File: src/rtl/ustamp_pkg.sv
package ustamp_pkg;

  localparam int WORD_W = 32;
  localparam int TS_W   = 64;

  // register byte offsets; software depends on these positions
  localparam int OFS_TS_LO  = 'h00;
  localparam int OFS_TS_HI  = 'h04;
  localparam int OFS_CMP_LO = 'h08;
  localparam int OFS_CMP_HI = 'h0C;
  localparam int OFS_CTRL   = 'h10;
  localparam int OFS_STAT   = 'h14;

  // the count has reached or passed the programmed target
  function automatic logic target_reached(input logic [TS_W-1:0] ts,
                                          input logic [TS_W-1:0] tgt);
    return ts >= tgt;
  endfunction

  // guarded update of compare enable: bit 1 of the data must be set
  function automatic logic guarded_enable(input logic       cur,
                                          input logic [1:0] wd);
    return wd[1] ? wd[0] : cur;
  endfunction

  // sticky flag: a new event beats a clear request in the same cycle
  function automatic logic flag_update(input logic cur,
                                       input logic set_evt,
                                       input logic clr);
    return set_evt | (cur & ~clr);
  endfunction

endpackage

File: src/rtl/ustamp_tick_gen.sv
module ustamp_tick_gen #(
  parameter int CLKS_PER_US = 50
) (
  input  logic clk,
  input  logic rst,
  output logic tick
);
  localparam int CNT_W = (CLKS_PER_US > 1) ? $clog2(CLKS_PER_US) : 1;
  localparam logic [CNT_W-1:0] LAST = CNT_W'(CLKS_PER_US - 1);

  generate
    if (CLKS_PER_US > 1) begin : g_div
      logic [CNT_W-1:0] div_q;

      assign tick = (div_q == LAST);

      always_ff @(posedge clk) begin
        if (rst)       div_q <= '0;
        else if (tick) div_q <= '0;
        else           div_q <= div_q + 1'b1;
      end

      // two ticks never sit on adjacent clocks when dividing
      assert_tick_spacing_R2: assert property (@(posedge clk) disable iff (rst)
        tick |=> !tick);
    end else begin : g_pass
      logic unused_ok;
      assign unused_ok = clk ^ rst;
      assign tick = 1'b1;
    end
  endgenerate

endmodule

File: src/rtl/ustamp_counter.sv
module ustamp_counter #(
  parameter int          TS_W     = 64,
  parameter logic [63:0] START_TS = '0
) (
  input  logic            clk,
  input  logic            rst,
  input  logic            tick,
  output logic [TS_W-1:0] ts
);
  always_ff @(posedge clk) begin
    if (rst)       ts <= TS_W'(START_TS);
    else if (tick) ts <= ts + 1'b1;
  end

  // one step per tick
  assert_step_on_tick_R2: assert property (@(posedge clk) disable iff (rst)
    tick |=> ts == $past(ts) + 1'b1);

  // nothing but the tick moves the count
  assert_hold_between_R4: assert property (@(posedge clk) disable iff (rst)
    !tick |=> $stable(ts));

endmodule

File: src/rtl/ustamp_match.sv
module ustamp_match
  import ustamp_pkg::*;
(
  input  logic            clk,
  input  logic            rst,
  input  logic [TS_W-1:0] ts,
  input  logic [TS_W-1:0] tgt,
  input  logic            cmp_en,
  input  logic            clr_req,
  output logic            match_evt,
  output logic            flag
);
  logic hit_now;
  logic hit_q;

  assign hit_now   = cmp_en & target_reached(ts, tgt);
  assign match_evt = hit_now & ~hit_q;

  always_ff @(posedge clk) begin
    if (rst) begin
      hit_q <= 1'b0;
      flag  <= 1'b0;
    end else begin
      hit_q <= hit_now;
      flag  <= flag_update(flag, match_evt, clr_req);
    end
  end

  // an event always lands in the flag
  assert_event_sets_R7: assert property (@(posedge clk) disable iff (rst)
    match_evt |=> flag);

  // flag is sticky unless cleared
  assert_sticky_R9: assert property (@(posedge clk) disable iff (rst)
    (flag && !clr_req) |=> flag);

  // a clear with no competing event empties the flag
  assert_clear_R9: assert property (@(posedge clk) disable iff (rst)
    (clr_req && !match_evt) |=> !flag);

  // no new flag while compare is off
  assert_quiet_when_off_R11: assert property (@(posedge clk) disable iff (rst)
    !cmp_en |=> !$rose(flag));

endmodule

File: src/rtl/ustamp_timer.sv
module ustamp_timer
  import ustamp_pkg::*;
#(
  parameter int          CLKS_PER_US = 50,
  parameter int          ADDR_W      = 5,
  parameter logic [63:0] START_TS    = '0
) (
  input  logic              clk,
  input  logic              rst,
  input  logic [ADDR_W-1:0] bus_addr,
  input  logic              bus_we,
  input  logic              bus_rd,
  input  logic [31:0]       bus_wdata,
  output logic [31:0]       bus_rdata,
  output logic              irq
);
  localparam int HALF = TS_W / 2;

  logic            tick;
  logic [TS_W-1:0] ts;
  logic [TS_W-1:0] tgt_q;
  logic            cmp_en_q;
  logic [HALF-1:0] shadow_hi_q;
  logic [WORD_W-1:0] rdata_q;
  logic [WORD_W-1:0] rd_mux;
  logic            flag;
  logic            match_evt;

  // named decode events
  logic sel_ts_lo, sel_ts_hi, sel_cmp_lo, sel_cmp_hi, sel_ctrl, sel_stat;
  logic wr_cmp_lo, wr_cmp_hi, wr_ctrl, clr_req, rd_snap;

  assign sel_ts_lo  = (bus_addr == ADDR_W'(OFS_TS_LO));
  assign sel_ts_hi  = (bus_addr == ADDR_W'(OFS_TS_HI));
  assign sel_cmp_lo = (bus_addr == ADDR_W'(OFS_CMP_LO));
  assign sel_cmp_hi = (bus_addr == ADDR_W'(OFS_CMP_HI));
  assign sel_ctrl   = (bus_addr == ADDR_W'(OFS_CTRL));
  assign sel_stat   = (bus_addr == ADDR_W'(OFS_STAT));

  assign wr_cmp_lo = bus_we & sel_cmp_lo;
  assign wr_cmp_hi = bus_we & sel_cmp_hi;
  assign wr_ctrl   = bus_we & sel_ctrl;
  assign clr_req   = bus_we & sel_stat & bus_wdata[0];
  assign rd_snap   = bus_rd & sel_ts_lo;

  ustamp_tick_gen #(.CLKS_PER_US(CLKS_PER_US)) u_tick (
    .clk (clk),
    .rst (rst),
    .tick(tick)
  );

  ustamp_counter #(.TS_W(TS_W), .START_TS(START_TS)) u_count (
    .clk (clk),
    .rst (rst),
    .tick(tick),
    .ts  (ts)
  );

  ustamp_match u_match (
    .clk      (clk),
    .rst      (rst),
    .ts       (ts),
    .tgt      (tgt_q),
    .cmp_en   (cmp_en_q),
    .clr_req  (clr_req),
    .match_evt(match_evt),
    .flag     (flag)
  );

  always_comb begin
    rd_mux = '0;
    unique case (1'b1)
      sel_ts_lo:  rd_mux = ts[HALF-1:0];
      sel_ts_hi:  rd_mux = shadow_hi_q;
      sel_cmp_lo: rd_mux = tgt_q[HALF-1:0];
      sel_cmp_hi: rd_mux = tgt_q[TS_W-1:HALF];
      sel_ctrl:   rd_mux = {{(WORD_W-1){1'b0}}, cmp_en_q};
      sel_stat:   rd_mux = {{(WORD_W-1){1'b0}}, flag};
      default:    rd_mux = '0;
    endcase
  end

  always_ff @(posedge clk) begin
    if (rst) begin
      tgt_q       <= '0;
      cmp_en_q    <= 1'b0;
      shadow_hi_q <= '0;
      rdata_q     <= '0;
    end else begin
      if (wr_cmp_lo) tgt_q[HALF-1:0]    <= bus_wdata;
      if (wr_cmp_hi) tgt_q[TS_W-1:HALF] <= bus_wdata;
      if (wr_ctrl)   cmp_en_q <= guarded_enable(cmp_en_q, bus_wdata[1:0]);
      if (rd_snap)   shadow_hi_q <= ts[TS_W-1:HALF];
      if (bus_rd)    rdata_q <= rd_mux;
    end
  end

  assign bus_rdata = rdata_q;
  assign irq       = flag;

  // a low-half read freezes the upper half seen at that clock
  assert_shadow_capture_R3: assert property (@(posedge clk) disable iff (rst)
    rd_snap |=> shadow_hi_q == $past(ts[TS_W-1:HALF]));

  // shadow only moves on a low-half read
  assert_shadow_hold_R3: assert property (@(posedge clk) disable iff (rst)
    !rd_snap |=> $stable(shadow_hi_q));

  // an unguarded control write leaves compare enable alone
  assert_ctrl_guard_R6: assert property (@(posedge clk) disable iff (rst)
    (wr_ctrl && !bus_wdata[1]) |=> $stable(cmp_en_q));

  // target halves only change on their own writes
  assert_tgt_stable_R5: assert property (@(posedge clk) disable iff (rst)
    (!wr_cmp_lo && !wr_cmp_hi) |=> $stable(tgt_q));

endmodule

File: config.mk
export PLATFORM = sky130hd
export DESIGN_NAME = ustamp_timer
export DESIGN_NICKNAME = d
export VERILOG_FILES = /design/src/rtl/ustamp_pkg.sv /design/src/rtl/ustamp_tick_gen.sv /design/src/rtl/ustamp_counter.sv /design/src/rtl/ustamp_match.sv /design/src/rtl/ustamp_timer.sv
export SDC_FILE = /design/constraint.sdc
export NUM_CORES = 1
export LEC_CHECK = 0
export ABC_AREA = 1
export BUFFER_PORTS_ARGS = -buffer_cell sky130_fd_sc_hd__buf_2
export CORE_ASPECT_RATIO = 1.5
export CORE_MARGIN = 5
export CORE_UTILIZATION = 25
export CTS_BUF_LIST = sky130_fd_sc_hd__clkbuf_2 sky130_fd_sc_hd__clkbuf_4 sky130_fd_sc_hd__clkbuf_8
export CTS_CLUSTER_SIZE = 14
export DETAILED_ROUTE_END_ITERATION = 8
export PLACE_DENSITY = 0.52
export SLEW_MARGIN = 10
export SYNTH_ARGS = -nofsm -noshare
export SYNTH_HDL_FRONTEND = slang
export SYNTH_HIERARCHICAL = 1
export SYNTH_SLANG_ARGS = --single-unit
File: constraint.sdc
create_clock -name clk -period 1.6 [get_ports clk]
set_clock_uncertainty 0.05 [all_clocks]
set_input_delay 0.08 -clock clk [delete_from_list [all_inputs] [get_ports clk]]
set_output_delay 0.08 -clock clk [all_outputs]
set_load 0.02 [all_outputs]
-- Yosys cells after proc, flatten, opt, wreduce, memory -nomap -nowiden
Index checks and enable logic that the tools add are counted.
W data, S select, Z words.
- $add $sub $neg: 2
- magnitude comparators: 1
- eq/ne operators: 6
- muxes and demuxes: 1
- bitwise gates (word level): 12
- reductions and logical operators: 3
- operators with widths (kind ; count):
    $pmux W32 S6 ; 1
    $add A64 B1 Y64 const B ; 1
    $ge A64 B64 Y1 ; 1
    $eq A5 B4 Y1 const B ; 2
    $eq A5 B5 Y1 const B ; 2
    $and A1 B1 Y1 ; 9
    $add A6 B1 Y6 const B ; 1
    $eq A6 B6 Y1 const B ; 1
    $eq A5 B3 Y1 const B ; 1
    $logic_not A5 Y1 ; 1
    $not A1 Y1 ; 2
    $reduce_and A2 Y1 ; 1
    $reduce_or A2 Y1 ; 1
    $or A1 B1 Y1 ; 1
- register bits after elaboration: 201
- input bits: 41
- output and inout bits: 33
- word-level logic and storage cells: 34

-- Longest topological paths before layout
- depth after elaboration: 6
- mapped depth: 17
- depth with buffers taken out: 17

-- Cells and area by module
Netlist, hierarchy kept.
- by module, submodules not included (module ; times used ; cells an instance ; area an instance (sq um) ; seq. area each (sq um)):
    ustamp_timer ; 1 ; 742 ; 5485.3 ; 2582.5
    ustamp_counter ; 1 ; 618 ; 3836.2 ; 1281.2
    ustamp_match ; 1 ; 289 ; 1821.7 ; 40.0
    ustamp_tick_gen ; 1 ; 34 ; 282.8 ; 120.1

-- Worst setup path after synthesis
Ideal clock, no wire load.
- path type: flip-flop to flip-flop
- from: register u_tick.g_div.div_q[0]
- to: register u_count.ts[63]
- library setup time: 0.115 ns
- data arrival time: 1.611 ns
- required time: 1.435 ns
- setup slack: -0.176 ns
- cell stages (with the launch flop): 11
- buffers on the path: 1
- period minus slack after synthesis: 1.776 ns
- cells stage by stage: dfxtp_1 > ha_1 > nand3_2 > inv_1 > buf_4 > nand2_1 > or3b_2 > nor2_1 > nand3_1 > nand2_1 > nor2_1
- cells in the longest elaborated chain, start to end: 1
- ends and longest elaborated chain (what ; RTL line ; text):
    start, declared ; ustamp_tick_gen.sv:13 ; logic [CNT_W-1:0] div_q;
    start signal, assigned ; ustamp_tick_gen.sv:20 ; else div_q <= div_q + 1'b1;
    $eq A6 B6 Y1 ; ustamp_tick_gen.sv:15 ; assign tick = (div_q == LAST);
    via tick ; ustamp_timer.sv:19 ; logic tick;
    end signal, assigned ; ustamp_counter.sv:11 ; if (rst) ts <= TS_W'(START_TS);
    end signal, assigned ; ustamp_counter.sv:12 ; else if (tick) ts <= ts + 1'b1;
    end, declared ; ustamp_counter.sv:8 ; output logic [TS_W-1:0] ts
The timed path passes the listed nets, and every way through them passes these cells.
A chain may end at the register's enable or synchronous reset.

-- Final worst setup path
- from: register u_tick.g_div.div_q[1]
- to: register u_count.ts[31]
The elaborated chain is that of the path after synthesis.

==> out/summary.txt <==
I/O Buffers: 73
Slew @ Worst Pin: 0.587 ns
CTS Sinks: 201
Status: complete, but fails checks
Commonest non-fill, non-tap cell in the layout: nand2_1
Drt pass-1 iters: 5
Clock latency at the later pin of the worst-skew pair: 0.57 ns
RD Place Congestion: 0.892
WP data required: 2.03 ns
Cell area after layout: 17300 um^2
Initial DRC count: 588
RSZ-0062 raised after global routing: yes
Failing checks: negative setup slack
Dpl hpwl: 35400 um
Fillers: 4746
Max Cap Viol: 0
Final worst-path cycle share: 112%
Gate Count Post-Synth: 1682
CTS clk-pin slew, worst paths: 0.07 ns
Peak VDD IR: 0.356 mV
Nets: 2185
P_int: 8.45 mW
Comb power frac: 7.2%
Initial Util: 25.1%
GR Overflow Total: 0
Number of synthesis warnings: 6
I/O pins: 74
Most frequent cells in the layout: nand2_1 (283), buf_4 (269), inv_1 (203)
Fin. Hold Viols: 0
Utilization after layout: 38.1%
Arrival @ worst endpoint: 2.22 ns
Pwr Density: 653 nW/um^2
Reg2reg end: u_count/ts[31]$_SDFFE_PP0P_
Critical path's top delay family: simple AND/OR/NAND/NOR gates
Vias in the first global route: 12491
Crit path to: u_count/ts[31]$_SDFFE_PP0P_
Flop pwr share: 44.3%
Post-DP Area: 14500 um^2
Via count: 12421
Worst min-delay path category: input pin to flop
Root buf cell: clkbuf_8
Mean routed wirelength per cell: 17.2 um
Clock tree buffer depth: 3
Critical Path End Type: flop
DRC: 0
WP depth: 14
Die area: 50200 um^2
Slowest library cell on the worst path: dfxtp_2
Mapped cell area: 11400 um^2
Setup Crit Path Kind: flop to flop
CTS buffer count: 38
First-pass GRT wire length: 70500 um
Die H: 272 um
Pins Over Slew Limit: 0
Minimum clock period: 1.79 ns
Critical Path Start: u_tick/g_div.div_q[1]$_SDFF_PP0_
Final wirelength: 46400 um
Upper clock frequency limit: 558 MHz
Vias per std cell: 4.61
Layout cells sized above 1: 38.9%
Total power: 11.3 mW
Crit-path max FO: 8
Final ANT Viol Nets: 0
Final setup fails: 50
Area Overhead vs Synth: 51.8%
Net Sw Power: 2.87 mW
Number of H-tree levels: 2
Setup ws final: -0.194 ns
Slew headroom: 60.9%
CP Buf/Inv Count: 2
Total negative setup slack: -4.34 ns
Initial antenna violation count: 1
CTS tree: done
Reg2reg setup slack: -0.19 ns
Reg-to-reg critical path startpoint: u_tick/g_div.div_q[1]$_SDFF_PP0_
Die width: 185 um
Largest net degree at the start of global routing: 47
Multi-input logic area: 7310 um^2
Mapped Avg Cell Area: 6.79 um^2
Part of the power in the clock network: 48.6%
Register area: 4210 um^2
Row count: 96
Synthesized net count: 1790
Worst path cell trace: inv_2 -> ha_4 -> nand3_4 -> clkinv_8 -> nand2_4 -> nor2_4 -> nand2_4 -> nor2_4 -> nand2_4 -> nor2_4 -> nand2_1 -> nand2_1 -> nand2_1 -> nor2_2
Switching Fraction: 25.4%
Slowest Stage Delay on Critical Path: 0.32 ns
Static Leak: 7.14 nW
R2R cell count: 14
GRT Resource Usage Total: 18.1%
Core area: 45500 um^2
Crit start category: flop
[what timing repair did]
| item | CTS | global route |
|---|---|---|
| endpoints found under the setup margin | 61 | 61 |
| pin swaps | 74 | 62 |
| hold endpoints to repair | 66 | 0 |
| setup buffers | 21 | 17 |
| gates resized for setup | 253 | 150 |
| hold buffers | 35 | 0 |
[worst min path at each step]
| stage | startpoint | end | slack [ns] | cells past startpoint |
|---|---|---|---|---|
| floorplan | rst | u_match/flag$_SDFF_PP0_ | 0.09 | 1 |
| global placement | bus_wdata[26] | tgt_q[26]$_SDFFE_PP0P_ | 0.29 | 3 |
| detailed placement | bus_wdata[25] | tgt_q[25]$_SDFFE_PP0P_ | 0.30 | 3 |
| CTS | bus_rd | bus_rdata[0]$_SDFFE_PP0P_ | 0.002 | 4 |
| global route | bus_addr[0] | tgt_q[33]$_SDFFE_PP0P_ | 0.06 | 6 |
| finish | bus_addr[0] | tgt_q[33]$_SDFFE_PP0P_ | 0.04 | 6 |
[power by group through the flow]
| stage | clock network (mW) | registers, mW | logic (mW) |
|---|---|---|---|
| after floorplan | 0 | 5.17 | 0.358 |
| after global placement | 0 | 5.17 | 0.672 |
| after detailed placement | 0 | 5.17 | 0.679 |
| after CTS | 5.68 | 5.02 | 0.774 |
| after global routing | 5.87 | 5.01 | 0.881 |
| final | 5.50 | 5.01 | 0.810 |
[worst reg2reg max path, delay by kind of cell, from the launching register on]
family | cells | cell delay (ns)
buffers and inverters | 2 | 0.18
DFF | 1 | 0.32
and+or+nand+nor | 11 | 1.05
adders and majority gates | 1 | 0.13
[per-stage QoR]
stage	hold WS, ns	instances	setup WS (ns)
after floorplan	0.0924	1682	-0.0863
after global placement	0.292	2557	-0.392
after detailed placement	0.298	2557	-0.409
after CTS	0.00225	2679	-0.176
after global routing	0.0571	2693	-0.281
final	0.0386	2693	-0.194
[registers in the layout (all words and copies together) (netlist names)]
register and flops:
bus_rdata 32, cmp_en_q 1, shadow_hi_q 32, tgt_q 64, u_count/ts 64, u_match/flag 1
u_match/hit_q 1, u_tick/g_div.div_q 6
[area by class of cell]
type,count,share of cell area [%]
Multi-Input combinational cell,1178,42.2
Inverter,238,5.27
Timing Repair Buffer,420,19.3
Sequential cell,201,24.3
Clock buffer,56,4.05
Antenna cell,1,0.0144
Tap cell,588,4.24
Clock inverter,11,0.621
[per-layer routing]
| layer | global-route usage, % | vias up | wire length (um) |
|---|---|---|---|
| li1 | - | 6237 | - |
| met1 | 18.9 | 5794 | 17100 |
| met2 | 35.0 | 280 | 25200 |
| met3 | 1.93 | 110 | 1490 |
| met4 | 8.92 | 0 | 2630 |
| met5 | 0 | - | 0 |
Note: power is estimated with default switching activity, not from simulation.
